--- src/rtl/mtimer_pkg.sv ---
package mtimer_pkg;
  localparam int unsigned AW = 4;

  typedef enum logic [1:0] {
    SEL_OFF  = 2'b00,
    SEL_SYS  = 2'b01,
    SEL_EXT  = 2'b10,
    SEL_EXT2 = 2'b11
  } clk_sel_e;

  // bit 3 init level, bits 2:1 edge/level select, bit 0 compare mode
  typedef struct packed {
    logic       init;
    logic [1:0] els;
    logic       cmp;
  } ch_cfg_t;

  localparam logic [AW-1:0] A_CTRL  = 4'd0;
  localparam logic [AW-1:0] A_CNT   = 4'd1;
  localparam logic [AW-1:0] A_START = 4'd2;
  localparam logic [AW-1:0] A_MOD   = 4'd3;
  localparam logic [AW-1:0] A_STAT  = 4'd4;
  localparam int unsigned   CH_BASE = 8;

  function automatic logic [AW-1:0] ch_cfg_addr(input int idx);
    return AW'(CH_BASE + 2 * idx);
  endfunction

  function automatic logic [AW-1:0] ch_val_addr(input int idx);
    return AW'(CH_BASE + 2 * idx + 1);
  endfunction
endpackage

--- src/rtl/mtimer_edge.sv ---
module mtimer_edge #(
  parameter int unsigned W = 1
) (
  input  logic         clk_i,
  input  logic         rst_ni,
  input  logic [W-1:0] d_i,
  output logic [W-1:0] rise_o,
  output logic [W-1:0] fall_o
);
  logic [W-1:0] s1_q, s2_q, s3_q;

  always_ff @(posedge clk_i or negedge rst_ni) begin
    if (!rst_ni) begin
      s1_q <= '0;
      s2_q <= '0;
      s3_q <= '0;
    end else begin
      s1_q <= d_i;
      s2_q <= s1_q;
      s3_q <= s2_q;
    end
  end

  assign rise_o = s2_q & ~s3_q;
  assign fall_o = ~s2_q & s3_q;
endmodule

--- src/rtl/mtimer_presc.sv ---
module mtimer_presc #(
  parameter int unsigned PSW = 3
) (
  input  logic           clk_i,
  input  logic           rst_ni,
  input  logic           en_i,
  input  logic           clr_i,
  input  logic [PSW-1:0] ps_i,
  output logic           tick_o
);
  localparam int unsigned PCW = (1 << PSW) - 1;

  logic [PCW-1:0] pre_q;
  logic [PCW-1:0] mask;

  assign mask   = PCW'((1 << ps_i) - 1);
  assign tick_o = en_i && ((pre_q & mask) == mask);

  always_ff @(posedge clk_i or negedge rst_ni) begin
    if (!rst_ni)     pre_q <= '0;
    else if (clr_i)  pre_q <= '0;
    else if (tick_o) pre_q <= '0;
    else if (en_i)   pre_q <= pre_q + 1'b1;
  end


  presc_clr_chk: assert property (@(posedge clk_i) disable iff (!rst_ni)
    clr_i |=> (pre_q == '0));


  presc_hold_chk: assert property (@(posedge clk_i) disable iff (!rst_ni)
    (!en_i && !clr_i) |=> $stable(pre_q));
endmodule

--- src/rtl/mtimer_counter.sv ---
module mtimer_counter #(
  parameter int unsigned CW = 16
) (
  input  logic          clk_i,
  input  logic          rst_ni,
  input  logic          tick_i,
  input  logic          reinit_i,
  input  logic [CW-1:0] start_i,
  input  logic [CW-1:0] mod_i,
  output logic [CW-1:0] cnt_o,
  output logic          wrap_o
);
  logic [CW-1:0] cnt_q;

  assign wrap_o = tick_i && !reinit_i && (cnt_q == mod_i);
  assign cnt_o  = cnt_q;

  always_ff @(posedge clk_i or negedge rst_ni) begin
    if (!rst_ni)       cnt_q <= '0;
    else if (reinit_i) cnt_q <= start_i;
    else if (tick_i)   cnt_q <= (cnt_q == mod_i) ? start_i : cnt_q + 1'b1;
  end


  cnt_stall_chk: assert property (@(posedge clk_i) disable iff (!rst_ni)
    (!tick_i && !reinit_i) |=> $stable(cnt_q));


  cnt_wrap_chk: assert property (@(posedge clk_i) disable iff (!rst_ni)
    (tick_i && !reinit_i && cnt_q == mod_i) |=> (cnt_q == $past(start_i)));


  cnt_reinit_chk: assert property (@(posedge clk_i) disable iff (!rst_ni)
    reinit_i |=> (cnt_q == $past(start_i)));
endmodule

--- src/rtl/mtimer_chan.sv ---
module mtimer_chan
  import mtimer_pkg::*;
#(
  parameter int unsigned CW = 16
) (
  input  logic          clk_i,
  input  logic          rst_ni,
  input  ch_cfg_t       cfg_i,
  input  logic          run_i,
  input  logic          tick_i,
  input  logic [CW-1:0] cnt_i,
  input  logic          reinit_i,
  input  logic          rise_i,
  input  logic          fall_i,
  input  logic          cv_wr_i,
  input  logic [CW-1:0] cv_wdata_i,
  output logic [CW-1:0] cv_o,
  output logic          out_o,
  output logic          oe_o,
  output logic          evt_o
);
  logic [CW-1:0] cv_q;
  logic          out_q;
  logic          match, cap;

  assign match = cfg_i.cmp && tick_i && (cfg_i.els != 2'b00) && (cnt_i == cv_q);
  assign cap   = !cfg_i.cmp && ((cfg_i.els[0] && rise_i) || (cfg_i.els[1] && fall_i));

  always_ff @(posedge clk_i or negedge rst_ni) begin
    if (!rst_ni)      cv_q <= '0;
    else if (cap)     cv_q <= cnt_i;
    else if (cv_wr_i) cv_q <= cv_wdata_i;
  end

  always_ff @(posedge clk_i or negedge rst_ni) begin
    if (!rst_ni) out_q <= 1'b0;
    else if (reinit_i && !cfg_i.cmp) out_q <= cfg_i.init;
    else if (match) begin
      unique case (cfg_i.els)
        2'b01:   out_q <= ~out_q;
        2'b10:   out_q <= 1'b0;
        2'b11:   out_q <= 1'b1;
        default: out_q <= out_q;
      endcase
    end
  end

  assign cv_o  = cv_q;
  assign out_o = out_q;
  assign oe_o  = run_i && cfg_i.cmp && (cfg_i.els != 2'b00);
  assign evt_o = match | cap;


  ch_init_chk: assert property (@(posedge clk_i) disable iff (!rst_ni)
    (reinit_i && !cfg_i.cmp) |=> (out_o == $past(cfg_i.init)));


  ch_cap_chk: assert property (@(posedge clk_i) disable iff (!rst_ni)
    (!cfg_i.cmp && cfg_i.els[0] && rise_i) |=> (cv_o == $past(cnt_i)));


  ch_set_chk: assert property (@(posedge clk_i) disable iff (!rst_ni)
    (cfg_i.cmp && cfg_i.els == 2'b11 && tick_i && cnt_i == cv_o) |=> out_o);
endmodule

--- src/rtl/mtimer_top.sv ---
module mtimer_top
  import mtimer_pkg::*;
#(
  parameter int unsigned NCH = 2,
  parameter int unsigned CW  = 16,
  parameter int unsigned PSW = 3
) (
  input  logic           clk_i,
  input  logic           rst_ni,
  input  logic           wr_en_i,
  input  logic [AW-1:0]  wr_addr_i,
  input  logic [CW-1:0]  wr_data_i,
  input  logic [AW-1:0]  rd_addr_i,
  output logic [CW-1:0]  rd_data_o,
  input  logic           ext_tick_i,
  input  logic [NCH-1:0] cap_i,
  input  logic           fault_i,
  output logic [NCH-1:0] pin_o,
  output logic [NCH-1:0] oe_o,
  output logic           irq_ovf_o,
  output logic [NCH-1:0] irq_ch_o,
  output logic           irq_fault_o
);
  localparam int unsigned CTRLW = 2 + PSW;
  localparam int unsigned STATW = 2 + NCH;

  clk_sel_e       sel_q;
  logic [PSW-1:0] ps_q;
  logic [CW-1:0]  start_q, mod_q, cnt;
  logic           ovf_q, flt_q;
  logic [NCH-1:0] chf;
  ch_cfg_t        cfg_vec [NCH];
  logic [CW-1:0]  cv_vec  [NCH];

  logic run, presc_en, tick, wrap, reinit, stat_wr;
  logic ext_rise, flt_rise;
  logic [NCH-1:0] cap_rise, cap_fall;
  logic ext_fall_unused, flt_fall_unused, wdata_unused;

  assign wdata_unused = ^wr_data_i;

  assign reinit  = wr_en_i && (wr_addr_i == A_CNT);
  assign stat_wr = wr_en_i && (wr_addr_i == A_STAT);
  assign run     = (sel_q != SEL_OFF);

  always_comb begin
    unique case (sel_q)
      SEL_SYS:          presc_en = 1'b1;
      SEL_EXT, SEL_EXT2: presc_en = ext_rise;
      default:          presc_en = 1'b0;
    endcase
  end

  always_ff @(posedge clk_i or negedge rst_ni) begin
    if (!rst_ni) begin
      sel_q   <= SEL_OFF;
      ps_q    <= '0;
      start_q <= '0;
      mod_q   <= '0;
    end else if (wr_en_i) begin
      if (wr_addr_i == A_CTRL) begin
        sel_q <= clk_sel_e'(wr_data_i[1:0]);
        ps_q  <= wr_data_i[CTRLW-1:2];
      end
      if (wr_addr_i == A_START) start_q <= wr_data_i;
      if (wr_addr_i == A_MOD)   mod_q   <= wr_data_i;
    end
  end

  // Sticky flags: a new event wins over a same-cycle clear
  always_ff @(posedge clk_i or negedge rst_ni) begin
    if (!rst_ni) begin
      ovf_q <= 1'b0;
      flt_q <= 1'b0;
    end else begin
      ovf_q <= wrap     | (ovf_q & ~(stat_wr & wr_data_i[0]));
      flt_q <= flt_rise | (flt_q & ~(stat_wr & wr_data_i[1]));
    end
  end

  mtimer_edge #(.W(1)) u_ext_sync (
    .clk_i, .rst_ni, .d_i(ext_tick_i), .rise_o(ext_rise), .fall_o(ext_fall_unused)
  );

  mtimer_edge #(.W(1)) u_flt_sync (
    .clk_i, .rst_ni, .d_i(fault_i), .rise_o(flt_rise), .fall_o(flt_fall_unused)
  );

  mtimer_edge #(.W(NCH)) u_cap_sync (
    .clk_i, .rst_ni, .d_i(cap_i), .rise_o(cap_rise), .fall_o(cap_fall)
  );

  mtimer_presc #(.PSW(PSW)) u_presc (
    .clk_i, .rst_ni, .en_i(presc_en), .clr_i(reinit), .ps_i(ps_q), .tick_o(tick)
  );

  mtimer_counter #(.CW(CW)) u_cnt (
    .clk_i, .rst_ni, .tick_i(tick), .reinit_i(reinit),
    .start_i(start_q), .mod_i(mod_q), .cnt_o(cnt), .wrap_o(wrap)
  );

  for (genvar g = 0; g < NCH; g++) begin : g_ch
    logic    cfg_wr, cv_wr, evt, flag_q;
    ch_cfg_t cfg_q;

    assign cfg_wr = wr_en_i && (wr_addr_i == ch_cfg_addr(g));
    assign cv_wr  = wr_en_i && (wr_addr_i == ch_val_addr(g));

    always_ff @(posedge clk_i or negedge rst_ni) begin
      if (!rst_ni) begin
        cfg_q  <= '0;
        flag_q <= 1'b0;
      end else begin
        if (cfg_wr) cfg_q <= ch_cfg_t'(wr_data_i[3:0]);
        flag_q <= evt | (flag_q & ~(stat_wr & wr_data_i[2+g]));
      end
    end

    assign cfg_vec[g] = cfg_q;
    assign chf[g]     = flag_q;

    mtimer_chan #(.CW(CW)) u_chan (
      .clk_i, .rst_ni,
      .cfg_i(cfg_q), .run_i(run), .tick_i(tick), .cnt_i(cnt), .reinit_i(reinit),
      .rise_i(cap_rise[g]), .fall_i(cap_fall[g]),
      .cv_wr_i(cv_wr), .cv_wdata_i(wr_data_i),
      .cv_o(cv_vec[g]), .out_o(pin_o[g]), .oe_o(oe_o[g]), .evt_o(evt)
    );
  end

  always_comb begin
    rd_data_o = '0;
    if (rd_addr_i == A_CTRL)  rd_data_o[CTRLW-1:0] = {ps_q, sel_q};
    if (rd_addr_i == A_CNT)   rd_data_o = cnt;
    if (rd_addr_i == A_START) rd_data_o = start_q;
    if (rd_addr_i == A_MOD)   rd_data_o = mod_q;
    if (rd_addr_i == A_STAT)  rd_data_o[STATW-1:0] = {chf, flt_q, ovf_q};
    for (int i = 0; i < NCH; i++) begin
      if (rd_addr_i == ch_cfg_addr(i)) rd_data_o[3:0] = cfg_vec[i];
      if (rd_addr_i == ch_val_addr(i)) rd_data_o = cv_vec[i];
    end
  end

  assign irq_ovf_o   = ovf_q;
  assign irq_fault_o = flt_q;
  assign irq_ch_o    = chf;


  oe_gate_chk: assert property (@(posedge clk_i) disable iff (!rst_ni)
    (sel_q == SEL_OFF) |-> (oe_o == '0));


  ovf_hold_chk: assert property (@(posedge clk_i) disable iff (!rst_ni)
    (irq_ovf_o && !(stat_wr && wr_data_i[0])) |=> irq_ovf_o);


  flt_hold_chk: assert property (@(posedge clk_i) disable iff (!rst_ni)
    (irq_fault_o && !(stat_wr && wr_data_i[1])) |=> irq_fault_o);
endmodule

--- config.mk ---
export PLATFORM = sky130hd
export DESIGN_NAME = mtimer_top
export DESIGN_NICKNAME = d
export VERILOG_FILES = /design/src/rtl/mtimer_pkg.sv /design/src/rtl/mtimer_edge.sv /design/src/rtl/mtimer_presc.sv /design/src/rtl/mtimer_counter.sv /design/src/rtl/mtimer_chan.sv /design/src/rtl/mtimer_top.sv
export SDC_FILE = /design/constraint.sdc
export NUM_CORES = 1
export LEC_CHECK = 0
export ABC_AREA = 1
export BUFFER_PORTS_ARGS = -buffer_cell sky130_fd_sc_hd__buf_2
export CORE_UTILIZATION = 66
export DETAILED_ROUTE_END_ITERATION = 8
export HOLD_SLACK_MARGIN = 0.03
export PLACE_DENSITY = 0.86
export SLEW_MARGIN = 20
export SYNTH_ARGS = -nofsm -noshare
export SYNTH_HDL_FRONTEND = slang
export SYNTH_SLANG_ARGS = --single-unit
--- constraint.sdc ---
create_clock -name clk_i -period 3.7 [get_ports clk_i]
set_input_delay 0.925 -clock clk_i [delete_from_list [all_inputs] [get_ports clk_i]]
set_output_delay 0.925 -clock clk_i [all_outputs]
set_load 0.1 [all_outputs]
==> flow_summary.json <==
{
  "antenna_found_initial": 0,
  "syn_area_per_cell_um2": 7.69,
  "critPathRequiredTime_ns": 2.77,
  "worstRegToRegCells": 11,
  "clk_pin_slew_ns": 0.06,
  "crit_type": "input pin to output pin",
  "fin_crit_ns": 3.31,
  "clk_path_buf_depth": 2,
  "skew_ns": 0.00690,
  "leakage_uw": 0.00393,
  "p_switching_uw": 2740,
  "outcome": "complete, no violations",
  "grt-ovfl-total": 0,
  "final_util_pct": 76.7,
  "ios": 55,
  "setup_slack_ns": 0.388,
  "synth-edff-count": 0,
  "yosysSeqAreaShare_pct": 40.1,
  "rsz0062_at_grt": "no",
  "synth_top_family_by_area": "simple AND/OR/NAND/NOR gates",
  "seq_power_share_pct": 35.9,
  "cts_buffers": 17,
  "pwr_density_cell_mw_per_mm2": 733,
  "clkSinkCount": 118,
  "fmax_mhz": 302,
  "port_buffers": 54,
  "ctsHtreeMaxLevel": 4,
  "grt_pass1_wl_mm": 33.3,
  "syn_to_final_growth_pct": 12.8,
  "end_kind": "output pin",
  "final_cell_mix": "nand2_1, dfrtp_1, inv_1, nand3_1, nor2_1",
  "layout_commonest_cell": "nand2_1",
  "crit_start": "rd_addr_i[2]",
  "track_usage_pct": 38.8,
  "swShare_pct": 45.0,
  "synth_area_leaders": "dfrtp_1, nand2_1, nand3_1, inv_1, o21ai_0",
  "worstMarginPinSlew_ns": 0.985,
  "cp.arrival_ns": 2.39,
  "slew_headroom_pct": 34.3,
  "grt_pass1_vias": 6608,
  "synth-compound-area-share_pct": 12.1,
  "n_antenna_cell": 0,
  "grt_max_degree": 80,
  "clkLatencyLatePin_ns": 0.55,
  "whs_ns": 0.347,
  "via_per_inst": 6.15,
  "vias": 7033,
  "post_cts.repair.setup_buffers": 0,
  "finalHoldViolations": 0,
  "final.setup.tns_ns": 0,
  "synth_top_area_share_pct": 40.1,
  "drt-initial-drc-count": 878,
  "r2r_end": "u_cnt.cnt_o[9]",
  "power_frac_comb_pct": 39.3,
  "power.total_uw": 6090,
  "place_ws_ns": 0.402,
  "maxCapViolations": 0,
  "synthAdderAreaFrac_pct": 0.509,
  "place_congestion": 0.980,
  "die_y_um": 108,
  "setup_viol": 0,
  "fp.dieW_um": 108,
  "p_int_uw": 3350,
  "firstDrtPassIters": 6,
  "synth_seq_cells": 118,
  "drt_wl_total_mm": 20.8,
  "p_clk_share_pct": 24.7,
  "dp_hpwl_mm": 14.0,
  "nFillCells": 785,
  "ant_nets": 0,
  "synthesis.area_mm2": 0.00737,
  "cts_tree": "built",
  "ff2ff_setup_slack_ns": 1.43,
  "yosys.cell_types.count": 40,
  "yosys_warnings": 0,
  "slew_violations": 0,
  "netlist.top_cell.by_area": "dfrtp_1",
  "remaining_drc_errors": 0,
  "start_kind": "input pin",
  "cts_hold_buffers": 0,
  "syn_nets": 993,
  "nets": 1025,
  "hp-class": "input pin to async pin",
  "finalCritPeriodShare_pct": 89.5,
  "ys_async_sr_fraction_pct": 100,
  "detail_route.wl_per_cell_um": 18.2,
  "synth_mux_area_share_pct": 0,
  "initial_core_util_pct": 68.0,
  "peakVddDrop_uv": 548,
  "drive_gt1_share_pct": 18.6,
  "crit_fanout": 13,
  "dieArea_mm2": 0.0116,
  "synthSimpleGateAreaFrac_pct": 30.7,
  "syn_inst": 959,
  "cts_root_buf": "clkbuf_8",
  "synthXorXnorAreaFrac_pct": 4.40,
  "post_cts_resized": 0,
  "timing.rr.start": "ps_q[1]",
  "num_rows": 38,
  "core_mm2": 0.0108,
  "synth_flop_cell": "dfrtp_1"
}
-- power by group through the flow --
stage               Combinational, uW  Clock, uW  Sequential (uW)
global placement                 2280          0             2160
CTS                              2360       1510             2160
finish                           2400       1510             2190
global route                     2610       1570             2240
floorplan                        2070          0             1940
detailed placement               2330          0             2170
-- cell usage after synthesis (2+ instances only) --
library cell  instances
o21ai_0              59
o211ai_1             16
nand4_1              12
nand3b_1              4
nor4_1                2
buf_12                3
ha_1                  3
dfrtp_1             118
nand2_2              28
nand3_1              83
nand2_4               3
o221ai_1             25
inv_2                18
nand3_2              18
nor2_4                3
nor2_1               69
buf_4                10
o21ai_2               2
a21oi_1              22
xnor2_1              11
inv_4                 2
nor2_2                5
buf_6                16
nand2_1             240
nor2_8                2
inv_1               104
xor2_1               26
clkbuf_1             14
o22ai_1              15
buf_2                 7
nor3_1               10
-- final cells by class --
cell class | count | area (um^2) | share of cell area (%)
Multi-Input combinational cell | 665 | 3550 | 42.7
Sequential cell | 118 | 2950 | 35.5
Timing Repair Buffer | 64 | 601 | 7.22
Inverter | 125 | 498 | 5.99
Clock buffer | 17 | 414 | 4.98
Tap cell | 140 | 175 | 2.11
Clock inverter | 15 | 121 | 1.46
-- cells by family after synthesis --
| kind of cell | count (synthesis) |
|---|---|
| and+or+nand+nor | 482 |
| buffers and inverters | 176 |
| AOI/OAI and AO/OA | 143 |
| adders and majority gates | 3 |
| DFF | 118 |
| xor gates and xnor gates | 37 |
-- routing by layer --
metal  part of all wire, %  routed length (um)  GRT usage (%)  vias to the layer above
li1                      -                   -              -                     3186
met1                    40                8250           52.0                     3313
met2                    46                9520           58.9                      468
met3                    12                2440           10.9                       66
met4                   2.9                 610           16.9                        0
met5                     0                   0              0                        -
-- through the flow --
stage	std cells	cell area [um^2]
after floorplan	959	7430
after global placement	1112	7780
after detailed placement	1112	7780
after CTS	1144	8310
after global routing	1144	8310
final	1144	8310
-- registers in the layout, indices dropped and copies added, names as in the netlist, 3 cells and up --
signal,cells
mod_q,16
cfg_vec,8
u_presc.pre_q,7
start_q,16
u_cnt.cnt_o,16
ps_q,3
g_ch.u_chan.cv_o,32
-- worst max-delay path: stages --
cell and delay, ns:
buf_2 0.16, nor2_1 0.27, nand2_1 0.20, inv_1 0.09, buf_4 0.21, nand2_1 0.07
nand4_1 0.09, nor2_1 0.04, nand3_1 0.13, buf_12 0.19
-- how the worst max path moves through the flow --
stage	to	slack, ns	cells past startpoint
after CTS	rd_data_o[2]	0.40	10
final	rd_data_o[3]	0.39	10
after detailed placement	rd_data_o[2]	0.40	10
after global routing	rd_data_o[4]	0.28	8
after global placement	rd_data_o[0]	0.45	10
after floorplan	rd_data_o[4]	-0.65	5
Power figures use the tool's default switching activity.
